`src/rtl/vsirq_pkg.sv`:
```
package vsirq_pkg;
  // register select encoding of the write port
  typedef enum logic [1:0] {
    REG_GEN   = 2'd0,
    REG_DELTA = 2'd1,
    REG_CMP   = 2'd2,
    REG_SEL   = 2'd3
  } cfg_sel_e;

  localparam int SEL_FIELD_W = 6;
endpackage

```
`src/rtl/vsirq_cfg_regs.sv`:
```
module vsirq_cfg_regs
  import vsirq_pkg::*;
#(
  parameter int GEI_CNT = 5,
  parameter int TW      = 64,
  parameter int SEL_W   = 3
) (
  input  logic               clk,
  input  logic               rst_n,
  input  logic               we,
  input  logic [1:0]         sel,
  input  logic [TW-1:0]      wdata,
  output logic [GEI_CNT:0]   en_q,
  output logic [TW-1:0]      delta_q,
  output logic [TW-1:0]      cmp_q,
  output logic [SEL_W-1:0]   gsel_q
);
  localparam logic [SEL_FIELD_W-1:0] SEL_MAX = SEL_FIELD_W'(GEI_CNT);

  cfg_sel_e sel_e;
  logic [SEL_FIELD_W-1:0] sel_field;
  logic sel_legal;

  assign sel_e     = cfg_sel_e'(sel);
  assign sel_field = wdata[SEL_FIELD_W-1:0];
  assign sel_legal = sel_field <= SEL_MAX;

  // bit 0 of the enable mask is hard-wired to zero
  assign en_q[0] = 1'b0;
  for (genvar g = 1; g <= GEI_CNT; g++) begin : g_en
    always_ff @(posedge clk) begin
      if (!rst_n)                       en_q[g] <= 1'b0;
      else if (we && sel_e == REG_GEN)  en_q[g] <= wdata[g];
    end
  end

  always_ff @(posedge clk) begin
    if (!rst_n) begin
      delta_q <= '0;
      cmp_q   <= '1;
      gsel_q  <= '0;
    end else if (we) begin
      case (sel_e)
        REG_DELTA: delta_q <= wdata;
        REG_CMP:   cmp_q   <= wdata;
        REG_SEL:   if (sel_legal) gsel_q <= sel_field[SEL_W-1:0];
        default:   ;
      endcase
    end
  end
endmodule

```
`src/rtl/vsirq_ext_sel.sv`:
```
module vsirq_ext_sel #(
  parameter int GEI_CNT = 5,
  parameter int SEL_W   = 3
) (
  input  logic [GEI_CNT:0]  pend,
  input  logic [GEI_CNT:0]  en,
  input  logic [SEL_W-1:0]  gsel,
  output logic              picked,
  output logic              any_enabled
);
  logic [GEI_CNT:0] hit;
  logic [GEI_CNT:0] masked;

  for (genvar g = 0; g <= GEI_CNT; g++) begin : g_line
    if (g == 0) begin : g_zero
      assign hit[g]    = 1'b0;
      assign masked[g] = 1'b0;
    end else begin : g_real
      assign hit[g]    = (gsel == SEL_W'(g)) & pend[g];
      assign masked[g] = pend[g] & en[g];
    end
  end

  assign picked      = |hit;
  assign any_enabled = |masked;
endmodule

```
`src/rtl/vsirq_timer_cmp.sv`:
```
module vsirq_timer_cmp #(
  parameter int TW = 64
) (
  input  logic          clk,
  input  logic          rst_n,
  input  logic [TW-1:0] time_now,
  input  logic [TW-1:0] delta,
  input  logic [TW-1:0] cmp,
  output logic          due_q
);
  logic [TW-1:0] guest_time;
  assign guest_time = time_now + delta;   // wraps modulo 2^TW

  always_ff @(posedge clk) begin
    if (!rst_n) due_q <= 1'b0;
    else        due_q <= guest_time >= cmp;
  end
endmodule

```
`src/rtl/vs_irq_pending_gen.sv`:
```
module vs_irq_pending_gen #(
  parameter int GEI_CNT = 5,
  parameter int TW      = 64,
  localparam int SEL_W  = $clog2(GEI_CNT + 1)
) (
  input  logic              clk,
  input  logic              rst_n,
  input  logic              sw_vseip,
  input  logic              sw_vstip,
  input  logic              plat_vseip,
  input  logic [GEI_CNT:0]  gext_pend,
  input  logic [TW-1:0]     time_now,
  input  logic              cfg_we,
  input  logic [1:0]        cfg_sel,
  input  logic [TW-1:0]     cfg_wdata,
  output logic              vseip,
  output logic              vstip,
  output logic              sgeip,
  output logic [GEI_CNT:0]  gext_en_q,
  output logic [TW-1:0]     tdelta_q,
  output logic [TW-1:0]     tcmp_q,
  output logic [SEL_W-1:0]  gsel_q
);
  logic picked, any_en, due_q;

  vsirq_cfg_regs #(.GEI_CNT(GEI_CNT), .TW(TW), .SEL_W(SEL_W)) u_regs (
    .clk(clk), .rst_n(rst_n), .we(cfg_we), .sel(cfg_sel), .wdata(cfg_wdata),
    .en_q(gext_en_q), .delta_q(tdelta_q), .cmp_q(tcmp_q), .gsel_q(gsel_q)
  );

  vsirq_ext_sel #(.GEI_CNT(GEI_CNT), .SEL_W(SEL_W)) u_ext (
    .pend(gext_pend), .en(gext_en_q), .gsel(gsel_q),
    .picked(picked), .any_enabled(any_en)
  );

  vsirq_timer_cmp #(.TW(TW)) u_tmr (
    .clk(clk), .rst_n(rst_n), .time_now(time_now),
    .delta(tdelta_q), .cmp(tcmp_q), .due_q(due_q)
  );

  assign vseip = sw_vseip | plat_vseip | picked;
  assign vstip = sw_vstip | due_q;
  assign sgeip = any_en;
endmodule

```
`config.mk`:
```
export PLATFORM = sky130hd
export DESIGN_NAME = vs_irq_pending_gen
export DESIGN_NICKNAME = d
export VERILOG_FILES = /design/src/rtl/vsirq_pkg.sv /design/src/rtl/vsirq_cfg_regs.sv /design/src/rtl/vsirq_ext_sel.sv /design/src/rtl/vsirq_timer_cmp.sv /design/src/rtl/vs_irq_pending_gen.sv
export SDC_FILE = /design/constraint.sdc
export NUM_CORES = 1
export LEC_CHECK = 0
export BUFFER_PORTS_ARGS = -buffer_cell sky130_fd_sc_hd__buf_2
export CAP_MARGIN = 30
export CORE_ASPECT_RATIO = 1.5
export CORE_MARGIN = 4
export CORE_UTILIZATION = 40
export DETAILED_ROUTE_END_ITERATION = 8
export SLEW_MARGIN = 0
export SYNTH_ARGS = -nofsm -noshare
export SYNTH_HDL_FRONTEND = slang
export SYNTH_HIERARCHICAL = 1
export SYNTH_SLANG_ARGS = --single-unit
```
`constraint.sdc`:
```
create_clock -name clk -period 5 [get_ports clk]
set_input_delay 0.25 -clock clk [delete_from_list [all_inputs] [get_ports clk]]
set_output_delay 0.25 -clock clk [all_outputs]
set_load 0.1 [all_outputs]
```
==> results of run 1 <==
==> layout by cell type (no fill, tap or decap), types with 3 or more instances in the layout <==
master / count
a21boi_0: 65
and2_1: 5
nand3b_1: 3
a21oi_1: 86
a211oi_1: 7
o21ai_1: 12
buf_2: 278
a31o_1: 3
clkbuf_8: 5
xnor2_1: 34
o21a_1: 9
o21bai_1: 6
nor2_1: 48
nor3_1: 8
o211ai_1: 8
a21o_1: 64
nand3_1: 80
inv_1: 82
and4_1: 3
mux2i_1: 9
clkbuf_16: 17
o21ai_0: 28
nor2b_1: 15
or3_1: 5
buf_4: 14
xor2_1: 22
and3_1: 4
ha_1: 127
clkinvlp_4: 5
o31ai_1: 4
nand4_1: 21
nand2_1: 315
a31oi_1: 7
dfxtp_1: 137
nand2b_1: 8
==> sequential cells by signal, summed over array words and instances (netlist names) <==
register / count
u_regs/cmp_q: 64
u_regs/delta_q: 64
u_regs/en_q: 5
u_regs/gsel_q: 3
u_tmr/due_q: 1
==> power groups by stage <==
stage / combinational, mW / clock [mW] / sequential (mW)
after floorplan: 0.447 / 0 / 1.52
after global placement: 0.999 / 0 / 1.20
after detailed placement: 1.01 / 0 / 1.20
after CTS: 1.01 / 1.35 / 1.18
after global routing: 1.10 / 1.39 / 1.19
final: 1.01 / 1.32 / 1.18
==> cell type report <==
class,count,area share (%)
multi-input combinational,1056,55.00
tap,324,3.269
sequential,137,22.12
antenna,1,0.02018
timing repair buffer,293,12.19
inverter,82,2.482
clock buffer,22,3.985
clock inverter,10,0.9384
==> through the flow <==
stage / utilization [%] / worst slack (ns)
after CTS: 50.29 / 0.2101
after floorplan: - / 0.5187
after global routing: 50.38 / -0.01965
after detailed placement: 47.81 / 0.1863
after global placement: 47.75 / 0.1996
final: 50.39 / 0.4385
==> timing repair <==
action                     CTS  global route
setup endpoints to repair    0             1
buffers inserted             0             0
gates resized for setup      0             3
==> tightest hold or removal path, stage by stage <==
cell and delay, ns:
buf_2 0.09, nand2_1 0.04, nand3_1 0.06
==> cells by family (layout without fill, tap and decap cells) <==
kind of cell	Yosys count	in the layout	synth area share, %
simple gates	530	530	23.25
compound gates	331	331	22.34
flops	137	137	27.21
buf+inv	136	407	5.337
fa+ha+maj	128	128	15.96
xor+xnor	56	56	4.865
mux	10	10	1.005
other cells	1	2	0.03720
==> worst min-delay path by stage <==
stage	startpoint	end	slack (ns)	cells after the start
finish	cfg_wdata[20]	u_regs/cmp_q[20]$_SDFFE_PN1P_	0.04	3
global route	cfg_wdata[18]	u_regs/cmp_q[18]$_SDFFE_PN1P_	0.02	3
CTS	cfg_wdata[20]	u_regs/cmp_q[20]$_SDFFE_PN1P_	0.009	3
detailed placement	u_regs/delta_q[60]$_SDFFE_PN0P_	u_regs/delta_q[60]$_SDFFE_PN0P_	0.47	2
global placement	u_regs/delta_q[4]$_SDFFE_PN0P_	u_regs/delta_q[4]$_SDFFE_PN0P_	0.47	2
floorplan	cfg_wdata[0]	u_regs/cmp_q[0]$_SDFFE_PN1P_	0.37	2
==> per-layer routing <==
layer | up-vias | routed length [um] | global-route usage (%)
li1 | 5135 | - | -
met1 | 4742 | 12800 | 26.35
met2 | 322 | 17300 | 43.89
met3 | 64 | 2001 | 5.105
met4 | 10 | 850 | 8.381
met5 | - | 68 | 0
==> flow_metrics.tcl, run 1 <==
set metrics [dict create \
    drt-total-wl_um 33020 \
    crit_family "compound AO/OA/AOI/OAI gates" \
    fin_tns_setup_ns 0 \
    yosysTopAreaCell "dfxtp_1" \
    clockRootBuffer "clkbuf_16" \
    synth.most_common_cell "nand2_1" \
    worst-path-buf-inv 3 \
    grt.total_usage_pct 23.83 \
    clkTransAtPathRegs_ns 0.06 \
    initial_core_util_pct 40.96 \
    ys.flop_type "dfxtp_1" \
    drive_gt1_share_pct 21.69 \
    grt_start_max_net_pins 99 \
    regToRegEndpoint "u_tmr/due_q$_SDFF_PN0_" \
    numCtsBuffers 17 \
    grt_pass1_wl_um 52450 \
    cts_tree "done" \
    num-fill-cells 2520 \
    status "finished clean" \
    synth-edff-count 0 \
    crit_type "reg2reg" \
    syn_area_per_cell_sq_um 7.585 \
    clockBufferDepth 2 \
    leakage_nw 6.766 \
    synthesis.nets 1599 \
    switchingPower_mw 1.278 \
    worstSetupEndpoint "u_tmr/due_q$_SDFF_PN0_" \
    io_pins 282 \
    ys_async_sr_fraction_pct 0 \
    p_int_mw 2.231 \
    syn_inst 1329 \
    relSlewSlack_pct 34.54 \
    powerDensity_nw_per_um2 282.9 \
    cp_cell_sequence "ha_1 > inv_1 > fa_1 > nor2b_1 > o2111ai_1 > a21oi_1 > o21ai_1 > o22ai_1 > buf_4 > o21ai_1 > a31oi_1 > a221oi_2 > o31ai_2 > xor2_1 > ha_1 > nand4_1 > nor4_4 > buf_4 > o2111ai_1 > o21ai_0" \
    skew_ns 0.005285 \
    r2r_slack_ns 0.44 \
    synth_top_area_share_pct 27.21 \
    die_w_um 137.6 \
    dpl-instance-area_sq_um 11770 \
    final_area_sq_um 12400 \
    fp.coreArea_sq_um 24610 \
    multiInputGateArea_sq_um 6820 \
    irDropWorstVdd_mv 0.2417 \
    swShare_pct 36.42 \
    antenna_found_initial 6 \
    period_share_pct 91.23 \
    cp.depth 20 \
    finalMaxSlewViolations 0 \
    fin_cells 1925 \
    overflow 0 \
    drc 0 \
    setup_viol 0 \
    finalCriticalPeriod_ns 4.561 \
    hold_buffers 0 \
    num_vias 10270 \
    p_clk_share_pct 37.6 \
    crit_required_ns 5.36 \
    cp-start-kind "register" \
    ys_types 71 \
    ys_seq_elements 137 \
    cp_slowest_cell "a221oi_2" \
    ys_warn_count 6 \
    cts.sinks 137 \
    max_stage_delay_ns 0.54 \
    htreeDepth 4 \
    nets 1857 \
    power_frac_comb_pct 28.8 \
    max_clock_freq_mhz 219.2 \
    ys_seq_area_share_pct 27.21 \
    tightest_slew_ns 0.9819 \
    placed_cells_incl_taps 1892 \
    initialDrtViolationCount 509 \
    hold_viol 0 \
    path_max_fanout 4 \
    placementRows 70 \
    r2r_start "u_regs/delta_q[0]$_SDFFE_PN0P_" \
    port_buffers 279 \
    postRouteAntennaNets 0 \
    netlist_top_cells_count "nand2_1, dfxtp_1, ha_1, a21oi_1, inv_1" \
    crit_start "u_regs/delta_q[0]$_SDFFE_PN0P_" \
    seqPwrFrac_pct 33.6 \
    viasPerCell 5.337 \
    die_h_um 202.4 \
    reg2reg_depth 20 \
    crit_arrival_ns 4.92 \
    syn_area_sq_um 10080 \
    first_pass_iters 5 \
    routabilityCongestion 0.8951 \
    seqCellArea_sq_um 2743 \
    hold_class "in2reg" \
    worst_setup_path_end_kind "register" \
    total_power_mw 3.508 \
    area_delta_synth_final_pct 23.01 \
    clkLatencyLatePin_ns 0.43 \
    synth_area_leaders "dfxtp_1, ha_1, nand2_1" \
    die_area_sq_um 27860 \
    wl_per_cell_um 17.15 \
    hpwl_um 25640 \
    timing.hold.ws_ns 0.03906 \
    cap_viol_max_count 0 \
    first_global_vias 10330 \
]
Power figures use the tool's default switching activity.
==> run 2: changes to the inputs <==
REMOVE_ABC_BUFFERS = 1   (was not set)
==> flow_metrics.tcl, run 2 (synthesis results as in run 1) <==
set metrics [dict create \
    status "finished clean" \
    path_max_fanout 5 \
    final_common_cell "nand2_1" \
    antenna_found_initial 8 \
    cp-start-kind "register" \
    timing.hold.ws_ns 0.03673 \
    drc 0 \
    cap_viol_max_count 0 \
    multiInputGateArea_sq_um 6807 \
    rsz0062_at_grt "false" \
    grt.total_usage_pct 22.49 \
    r2r_slack_ns 0.46 \
    seqCellArea_sq_um 2743 \
    drive_gt1_share_pct 21.37 \
    htreeDepth 4 \
    routabilityCongestion 0.8753 \
    num_vias 10150 \
    crit_required_ns 5.32 \
    cts_tree "done" \
    tightest_slew_ns 0.8613 \
    io_pins 282 \
    placementRows 70 \
    final_cell_mix "nand2_1, buf_2, dfxtp_1" \
    cp_slowest_cell "a2111oi_2" \
    irDropWorstVdd_mv 0.2497 \
    setup_viol 0 \
    powerDensity_nw_per_um2 288.0 \
    place_worst_setup_slack_ns 0.3491 \
    grt_pass1_wl_um 50250 \
    skew_ns 0.01268 \
    wl_per_cell_um 16.49 \
    hold_class "in2reg" \
    relSlewSlack_pct 42.58 \
    hold_viol 0 \
    num-fill-cells 2492 \
    worst_setup_path_end_kind "register" \
    nets 1853 \
    initialDrtViolationCount 494 \
    first_pass_iters 5 \
    regToRegEndpoint "u_tmr/due_q$_SDFF_PN0_" \
    cts_setup_buffers 0 \
    period_share_pct 90.72 \
    fp.coreArea_sq_um 24610 \
    fin_tns_setup_ns 0 \
    clkTransAtPathRegs_ns 0.07 \
    crit_arrival_ns 4.86 \
    clockBufferDepth 2 \
    finalCriticalPeriod_ns 4.536 \
    grt_start_max_net_pins 65 \
    viasPerCell 5.273 \
    hold-path-endpoint "u_regs/cmp_q[34]$_SDFFE_PN1P_" \
    initial_core_util_pct 40.96 \
    clockRootBuffer "clkbuf_16" \
    min_from "cfg_wdata[34]" \
    die_w_um 137.6 \
    dpl-instance-area_sq_um 11730 \
    finalMaxSlewViolations 0 \
    r2r_start "u_regs/delta_q[14]$_SDFFE_PN0P_" \
    die_area_sq_um 27860 \
    numCtsBuffers 17 \
    overflow 0 \
    hpwl_um 24240 \
    area_delta_synth_final_pct 22.74 \
    reg2reg_depth 18 \
    crit_type "reg2reg" \
    cts.sinks 137 \
    port_buffers 279 \
    leakage_nw 6.731 \
    clkLatencyLatePin_ns 0.44 \
    drt-total-wl_um 31720 \
    max_stage_delay_ns 0.46 \
    cp_cell_sequence "ha_1 > nand2_1 > nor2_2 > nand3_2 > a2111oi_2 > o31a_1 > o2111ai_2 > a21oi_2 > o211ai_1 > and4_1 > a211oi_1 > ha_1 > a21o_1 > a21o_1 > a21oi_1 > o211ai_1 > o21ai_0 > o21ai_0" \
    hold_buffers 0 \
    die_h_um 202.4 \
    layout_setup_ws_ns 0.4641 \
    final_area_sq_um 12370 \
    top_regs "u_regs/cmp_q x64, u_regs/delta_q x64, u_regs/en_q x5" \
    first_global_vias 10200 \
    cts.repair.resized 0 \
    max_clock_freq_mhz 220.5 \
    postRouteAntennaNets 0 \
    holdPathStages 3 \
]
run 2: changes by cell type in the layout (fill, tap and decap cells not counted), sizes merged:
| cell | delta |
|---|---|
| diode | +3 |
| buf | -4 |
| clkbuf | -4 |
| inv | +2 |
| bufinv | +2 |
run 2: power by group:
group	internal, mW	switching (mW)	leakage (nW)	total, mW
registers	1.14	0.0386	1.12	1.18
clock network	0.838	0.544	0.289	1.38
logic	0.291	0.714	5.32	1.00
total	2.27	1.30	6.73	3.56
run 2: final cells by class:
type | instances | share of cell area (%)
diodes | 4 | 0.08090
clock buffers | 18 | 3.469
clock inverters | 14 | 1.598
inverters | 82 | 2.488
multi-input cells | 1056 | 55.01
flip-flops and latches | 137 | 22.17
well taps | 324 | 3.276
repair buffers | 289 | 11.91
run 2: per-stage QoR:
stage / std cells / power, mW / utilization [%]
after floorplan: 1275 / 1.947 / -
after global placement: 1888 / 2.196 / 47.66
after detailed placement: 1888 / 2.204 / 47.66
after CTS: 1920 / 3.594 / 50.21
after global routing: 1924 / 3.719 / 50.27
final: 1924 / 3.563 / 50.27
run 2: worst max-delay path, delay by kind of cell (launching register included):
family / cells / cell delay [ns]
compound gates: 12 / 2.72
fa+ha+maj: 2 / 0.68
flops: 1 / 0.33
simple gates: 4 / 0.68
run 2: routing by layer:
metal	part of all wire, %	GRT usage [%]	routed length, um
met1	40	25.06	12780
met2	51	41.06	16220
met3	5.6	4.482	1778
met4	2.8	8.702	904
met5	0.13	0	42
run 2: how the worst max path moves through the flow:
stage,from,to,slack (ns),cells after the start
after floorplan,u_regs/delta_q[0]$_SDFFE_PN0P_,u_tmr/due_q$_SDFF_PN0_,0.51,21
after global placement,time_now[17],u_tmr/due_q$_SDFF_PN0_,0.43,19
after detailed placement,u_regs/delta_q[0]$_SDFFE_PN0P_,u_tmr/due_q$_SDFF_PN0_,0.35,21
after CTS,u_regs/delta_q[0]$_SDFFE_PN0P_,u_tmr/due_q$_SDFF_PN0_,0.35,21
after global routing,u_regs/delta_q[0]$_SDFFE_PN0P_,u_tmr/due_q$_SDFF_PN0_,0.04,21
final,u_regs/delta_q[14]$_SDFFE_PN0P_,u_tmr/due_q$_SDFF_PN0_,0.46,18
